<file path="config.mk">
export PLATFORM = sky130hd
export DESIGN_NAME = rpi_core
export DESIGN_NICKNAME = d
export VERILOG_FILES = /design/src/rtl/rpi_pkg.sv /design/src/rtl/rpi_ctrl.sv /design/src/rtl/rpi_datapath.sv /design/src/rtl/rpi_core.sv
export SDC_FILE = /design/constraint.sdc
export NUM_CORES = 1
export LEC_CHECK = 0
export ABC_CLOCK_PERIOD_IN_PS = 8200
export CORE_MARGIN = 1.5
export CORE_UTILIZATION = 40
export DETAILED_ROUTE_END_ITERATION = 6
export MAX_ROUTING_LAYER = met4
export PLACE_DENSITY = 0.67
export SLEW_MARGIN = 20
export SYNTH_ARGS = -nofsm -noshare
export SYNTH_HDL_FRONTEND = slang
export SYNTH_SLANG_ARGS = --single-unit
</file>
<file path="constraint.sdc">
create_clock -name clk -period 8.2 [get_ports clk]
set_input_delay 1.64 -clock clk [delete_from_list [all_inputs] [get_ports clk]]
set_output_delay 1.64 -clock clk [all_outputs]
set_load 0.03 [all_outputs]
</file>
<file path="src/rtl/rpi_pkg.sv">
package rpi_pkg;
  localparam int N_IN   = 8;
  localparam int IDX_W  = $clog2(N_IN);
  localparam int RANK_W = IDX_W + 1;

  typedef logic [N_IN-1:0]   vec_t;
  typedef logic [IDX_W-1:0]  idx_t;
  typedef logic [RANK_W-1:0] rank_t;

  // control -> datapath commit strobes
  typedef struct packed {
    logic ackDo;
    idx_t ackId;
    logic ackSetSvc;
    logic ackRot;
    logic clrDo;
    idx_t clrId;
    logic clrRot;
    logic prioDo;
    idx_t prioId;
  } strobe_t;

  // best (smallest) rank present in v for rotation offset off; N_IN if empty
  function automatic rank_t bestRank(vec_t v, idx_t off);
    rank_t r;
    idx_t  pos;
    r = rank_t'(N_IN);
    for (int k = N_IN - 1; k >= 0; k--) begin
      pos = idx_t'(k) + off;
      if (v[pos]) r = rank_t'(k);
    end
    return r;
  endfunction

  function automatic idx_t rankToIdx(rank_t r, idx_t off);
    idx_t res;
    res = r[IDX_W-1:0] + off;
    return res;
  endfunction
endpackage

</file>
<file path="src/rtl/rpi_ctrl.sv">
module rpi_ctrl
  import rpi_pkg::*;
#(
  parameter bit IS_MASTER = 1'b1,
  parameter int CASC_IN   = 2
) (
  input  vec_t    reqVec,
  input  vec_t    maskVec,
  input  vec_t    svcVec,
  input  idx_t    prioOffset,
  input  logic    cfgSpecMask,
  input  logic    cfgFullNest,
  input  logic    cfgAutoEoi,
  input  logic    cfgRotAeoi,
  input  logic    ackReq,
  input  logic    eoiNonSpec,
  input  logic    eoiSpec,
  input  logic    eoiRot,
  input  idx_t    eoiSel,
  input  logic    prioWr,
  input  idx_t    prioSel,
  output logic    intReq,
  output idx_t    ackVec,
  output strobe_t strobes
);
  rank_t reqRank, svcRank, eoiRank;
  vec_t  svcView, svcPost;
  idx_t  winner, offPost;

  always_comb begin
    svcView = svcVec;
    if (cfgSpecMask) svcView = svcView & ~maskVec;
    if (IS_MASTER && cfgFullNest) svcView[CASC_IN] = 1'b0;
    reqRank = bestRank(reqVec & ~maskVec, prioOffset);
    svcRank = bestRank(svcView, prioOffset);
    intReq  = reqRank < svcRank;
    winner  = rankToIdx(reqRank, prioOffset);
    ackVec  = intReq ? winner : '1;
  end

  // view of state after the acknowledge, for the EOI search (sample -> ack -> EOI)
  always_comb begin
    strobes.ackDo     = ackReq & intReq;
    strobes.ackId     = winner;
    strobes.ackSetSvc = ~cfgAutoEoi;
    strobes.ackRot    = cfgAutoEoi & cfgRotAeoi;

    svcPost = svcVec;
    offPost = prioOffset;
    if (strobes.ackDo && !cfgAutoEoi) svcPost[winner] = 1'b1;
    if (strobes.ackDo && strobes.ackRot) offPost = winner + idx_t'(1);
    eoiRank = bestRank(svcPost, offPost);

    if (eoiNonSpec) begin
      strobes.clrDo = eoiRank != rank_t'(N_IN);
      strobes.clrId = rankToIdx(eoiRank, offPost);
    end else begin
      strobes.clrDo = eoiSpec;
      strobes.clrId = eoiSel;
    end
    strobes.clrRot = eoiRot & strobes.clrDo;
    strobes.prioDo = prioWr;
    strobes.prioId = prioSel;
  end
endmodule

</file>
<file path="src/rtl/rpi_datapath.sv">
module rpi_datapath
  import rpi_pkg::*;
#(
  parameter logic [N_IN-1:0] TRIG_WMASK = 8'hF8
) (
  input  logic    clk,
  input  logic    rstN,
  input  vec_t    irqIn,
  input  logic    maskWr,
  input  vec_t    maskData,
  input  logic    trigWr,
  input  vec_t    trigData,
  input  strobe_t strobes,
  output vec_t    reqVec,
  output vec_t    maskVec,
  output vec_t    svcVec,
  output idx_t    prioOffset,
  output vec_t    trigVec
);
  vec_t reqQ, maskQ, svcQ, prevQ;
  idx_t offQ;
  vec_t trigQ = '0;
  vec_t reqN, maskN, svcN;
  idx_t offN;

  always_comb begin
    // 1: sampling
    for (int i = 0; i < N_IN; i++) begin
      reqN[i] = trigQ[i] ? irqIn[i] : (reqQ[i] | (irqIn[i] & ~prevQ[i]));
    end
    svcN  = svcQ;
    offN  = offQ;
    maskN = maskWr ? maskData : maskQ;
    // 2: acknowledge
    if (strobes.ackDo) begin
      if (!trigQ[strobes.ackId]) reqN[strobes.ackId] = 1'b0;
      if (strobes.ackSetSvc)     svcN[strobes.ackId] = 1'b1;
      if (strobes.ackRot)        offN = strobes.ackId + idx_t'(1);
    end
    // 3: end of interrupt
    if (strobes.clrDo)  svcN[strobes.clrId] = 1'b0;
    if (strobes.clrRot) offN = strobes.clrId + idx_t'(1);
    if (strobes.prioDo) offN = strobes.prioId + idx_t'(1);
  end

  always_ff @(posedge clk or negedge rstN) begin
    if (!rstN) begin
      reqQ  <= '0;
      maskQ <= '0;
      svcQ  <= '0;
      prevQ <= '0;
      offQ  <= '0;
    end else begin
      reqQ  <= reqN;
      maskQ <= maskN;
      svcQ  <= svcN;
      prevQ <= irqIn;
      offQ  <= offN;
    end
  end

  // trigger selection survives reset
  always_ff @(posedge clk) begin
    if (trigWr) trigQ <= trigData & TRIG_WMASK;
  end

  assign reqVec     = reqQ;
  assign maskVec    = maskQ;
  assign svcVec     = svcQ;
  assign prioOffset = offQ;
  assign trigVec    = trigQ;
endmodule

</file>
<file path="src/rtl/rpi_core.sv">
module rpi_core #(
  parameter bit       IS_MASTER  = 1'b1,
  parameter int       CASC_IN    = 2,
  parameter bit [7:0] TRIG_WMASK = 8'hF8
) (
  input  logic       clk,
  input  logic       rstN,
  input  logic [7:0] irqIn,
  input  logic       maskWr,
  input  logic [7:0] maskData,
  input  logic       trigWr,
  input  logic [7:0] trigData,
  input  logic       cfgSpecMask,
  input  logic       cfgFullNest,
  input  logic       cfgAutoEoi,
  input  logic       cfgRotAeoi,
  input  logic       ackReq,
  input  logic       eoiNonSpec,
  input  logic       eoiSpec,
  input  logic       eoiRot,
  input  logic [2:0] eoiSel,
  input  logic       prioWr,
  input  logic [2:0] prioSel,
  output logic       intReq,
  output logic [2:0] ackVec,
  output logic [7:0] reqVec,
  output logic [7:0] maskVec,
  output logic [7:0] svcVec,
  output logic [2:0] prioOffset,
  output logic [7:0] trigVec
);
  rpi_pkg::strobe_t strobes;

  rpi_ctrl #(.IS_MASTER(IS_MASTER), .CASC_IN(CASC_IN)) uCtrl (
    .reqVec(reqVec), .maskVec(maskVec), .svcVec(svcVec), .prioOffset(prioOffset),
    .cfgSpecMask(cfgSpecMask), .cfgFullNest(cfgFullNest),
    .cfgAutoEoi(cfgAutoEoi), .cfgRotAeoi(cfgRotAeoi),
    .ackReq(ackReq), .eoiNonSpec(eoiNonSpec), .eoiSpec(eoiSpec),
    .eoiRot(eoiRot), .eoiSel(eoiSel), .prioWr(prioWr), .prioSel(prioSel),
    .intReq(intReq), .ackVec(ackVec), .strobes(strobes)
  );

  rpi_datapath #(.TRIG_WMASK(TRIG_WMASK)) uData (
    .clk(clk), .rstN(rstN), .irqIn(irqIn),
    .maskWr(maskWr), .maskData(maskData), .trigWr(trigWr), .trigData(trigData),
    .strobes(strobes),
    .reqVec(reqVec), .maskVec(maskVec), .svcVec(svcVec),
    .prioOffset(prioOffset), .trigVec(trigVec)
  );
endmodule

</file>
==> impl_metrics.json <==
{
  "status": "completed",
  "crit_path_start_kind": "primary input",
  "path_clk_slew_ns": 0.08,
  "cts_buffer_depth": 2,
  "worstPathBufferInverterCount": 2,
  "area_growth_pct": 39.0,
  "cts_tree": "yes",
  "critPathMaxStageDelay_ns": 0.53,
  "min_period_over_period": 0.960,
  "path_depth": 26,
  "drt_iter0_drc": 216,
  "drive_above_1_share": 0.286,
  "pre_cts_slack_ns": -0.488,
  "cp_data_required_time_ns": 8.39,
  "first_global_vias": 3994,
  "crit-reg2reg-capture": "uData.prioOffset[2]",
  "ios": 82,
  "max_cap_violations": 0,
  "coreArea_um2": 9820,
  "yosysSeqAreaShare": 0.252,
  "worstHoldPathType": "reg2reg",
  "die_x_um": 104,
  "vias": 4056,
  "critical_path.slowest_cell": "mux4_2",
  "finalMaxSlewViolations": 0,
  "min_path_cells": 3,
  "start_util": 0.415,
  "n_antenna_cell": 0,
  "critical-path-top-delay-family": "compound AO/OA/AOI/OAI gates",
  "grt_pass1_wl_um": 20000,
  "cp_max_fo": 8,
  "post-route-util": 0.577,
  "fin_nets": 619,
  "die_area_um2": 10800,
  "ys_ff_latch": 40,
  "grt-ovfl-total": 0,
  "syn_avg_cell_area_um2": 9.76,
  "timing.rr.start": "uData.prioOffset[0]",
  "finalWeightedCongestion": 0.876,
  "detail-route-antenna-nets": 0,
  "ys_async_sr_fraction": 0.875,
  "synth_cell_types": 84,
  "criticalPathCategory": "in2reg",
  "max_freq_ghz": 0.127,
  "remaining_drc_errors": 0,
  "critPathCaptureType": "flop",
  "placementRows": 36,
  "netlist_area_um2": 4080,
  "finalSetupTns_ns": 0,
  "antenna_found_initial": 0,
  "numCtsBuffers": 5,
  "routed_wl_um": 12500,
  "r2r_slack_ns": 0.69,
  "cts.sinks": 40,
  "wire_per_inst_um": 18.0,
  "synthCells": 418,
  "grt_usage": 0.236,
  "tightest_slew_ns": 0.820,
  "root_buffer": "clkbuf_8",
  "worstRegToRegCells": 26,
  "relSlewSlack": 0.449,
  "fill_cells": 908,
  "clk_latency_ns": 0.29,
  "min_from": "uData.prevQ[2]",
  "synth-edff-count": 5,
  "postLayoutSetupSlackWorst_ns": 0.329,
  "finClkSkew_ns": 0.0106,
  "yosysWarningCount": 0,
  "hold_buffers": 0,
  "die_y_um": 104,
  "grt_max_degree": 36,
  "fin_crit_ns": 7.87,
  "worstHoldEndpoint": "uData.reqVec[2]",
  "cts.htree.levels": 2,
  "firstDrtPassIters": 5,
  "synth_top_flop_cell": "dfrtp_1",
  "arrival_ns": 8.06,
  "hold_viol": 0,
  "vias_per_cell": 5.83,
  "finalSetupViolCount": 0,
  "dpl.hpwl_um": 10200,
  "port-buffer-count": 75
}
-- per-stage QoR --
stage | instances | hold WS (ns) | instance area [µm²]
6_report | 696 | 0.583 | 5670
2_1_floorplan | 420 | 0.538 | 4120
5_1_grt | 696 | 0.616 | 5670
3_3_place_gp | 687 | 0.567 | 5490
4_1_cts | 695 | 0.590 | 5600
3_5_place_dp | 687 | 0.574 | 5490
-- cell families after synthesis --
family	Yosys count	synth area share
muxes	59	0.199
other	1	0.000920
adders and majority gates	14	0.0466
DFF	40	0.252
and+or+nand+nor	119	0.175
buffers and inverters	41	0.0534
AOI/OAI and AO/OA	133	0.246
xor gates and xnor gates	11	0.0273
-- layout make-up --
| class | count | area [µm²] | area share |
|---|---|---|---|
| clock inverters | 3 | 47.5 | 0.00839 |
| inverters | 21 | 81.3 | 0.0143 |
| flip-flops and latches | 40 | 1030 | 0.181 |
| multi-input cells | 339 | 2930 | 0.517 |
| repair buffers | 155 | 1350 | 0.238 |
| well taps | 133 | 166 | 0.0294 |
| clock buffers | 5 | 68.8 | 0.0121 |
-- layout by cell type, fill, tap and decap left out, drive strengths merged, types with 5 or more instances in the layout --
master         netlist  routed
buf                 15      80
clkdlybuf4s50        0      73
dfrtp               35      35
a21oi               33      33
nand2               27      27
mux2i               27      27
nor2                21      21
inv                 21      21
mux2                17      17
mux4                15      15
nand2b              13      13
a31oi               12      12
ha                  12      12
o21ai               11      11
a211oi              11      11
a21boi              10      10
and2                 9       9
o21a                 8       8
nor3                 6       6
nand3                6       6
xnor2                6       6
clkbuf               5       6
nor4bb               5       5
edfxtp               5       5
xor2                 5       5
a2111oi              5       5
-- synth_stat cells, drive strengths merged (3+ instances only) --
master   instances  area share
nor4bb           5       0.012
or3              4      0.0074
xor2             5       0.013
mux2            17       0.047
a22oi            3      0.0055
inv             21       0.019
and4b            3      0.0074
o21ai           11       0.014
nor4b            3       0.010
a221oi           3      0.0080
edfxtp           5       0.037
clkbuf           5      0.0046
a21bo            4      0.0098
and2             9       0.014
o21a             8       0.015
ha              12       0.037
a211oi          11       0.021
o31ai            4      0.0098
nor4             4       0.011
nor2b            4      0.0061
dfrtp           35        0.21
mux4            15       0.083
o211ai           4       0.011
a21boi          10       0.018
nand3b           4      0.0083
nor2            21       0.019
nand3            6      0.0074
a21oi           33       0.041
a2111oi          5       0.017
nor3             6      0.0074
nand2b          13       0.020
buf             15       0.029
nand2           27       0.025
mux2i           27       0.069
xnor2            6       0.015
a31oi           12       0.018
-- worst max-delay path by stage --
stage                           start                   to  slack, ns
after floorplan           cfgSpecMask  uData.prioOffset[2]       0.04
after global placement    cfgSpecMask  uData.prioOffset[2]      -0.35
after detailed placement  cfgSpecMask  uData.prioOffset[2]      -0.49
after CTS                 cfgFullNest  uData.prioOffset[2]       0.05
after global routing      cfgSpecMask  uData.prioOffset[2]      -0.02
final                     cfgSpecMask  uData.prioOffset[2]       0.33
-- worst register-to-register path, stage by stage, from the launching register on --
cell,delay (ns)
dfrtp_1,0.43
inv_2,0.29
ha_1,0.42
inv_1,0.23
mux4_2,0.56
or4b_4,0.54
nor3_1,0.24
ha_1,0.30
a21oi_2,0.15
and2_1,0.17
o41a_1,0.20
o211a_4,0.22
mux2i_4,0.37
inv_4,0.09
ha_4,0.28
mux4_2,0.51
o21bai_1,0.14
a21oi_1,0.08
o22a_1,0.23
ha_1,0.20
fa_2,0.36
xor2_2,0.19
nor2_1,0.06
a22o_1,0.21
or3_4,0.33
or4_1,0.45
and3_1,0.15
-- routing by layer --
metal	GRT usage	wire [µm]	up-vias
met5	-	0	-
met4	0.0605	247	0
met3	0.0288	714	22
met2	0.400	6310	145
met1	0.300	5250	1986
li1	-	-	1903
-- flip-flops by register name (all words and copies together) (netlist names) --
signal / cells
uData.prioOffset: 3
uData.maskVec: 8
uData.svcVec: 8
uData.trigVec: 5
uData.reqVec: 8
uData.prevQ: 8
-- timing repair --
action | 4_1_cts | 5_1_grt
gates resized for setup | 1 | 15
endpoints found under the setup margin | 1 | 2
buffers inserted | 0 | 1
pin swaps | 0 | 8
Power is left out: the tool's default activity adds up to more than one toggle a clock period on the data nets, which glitch-free logic cannot reach.
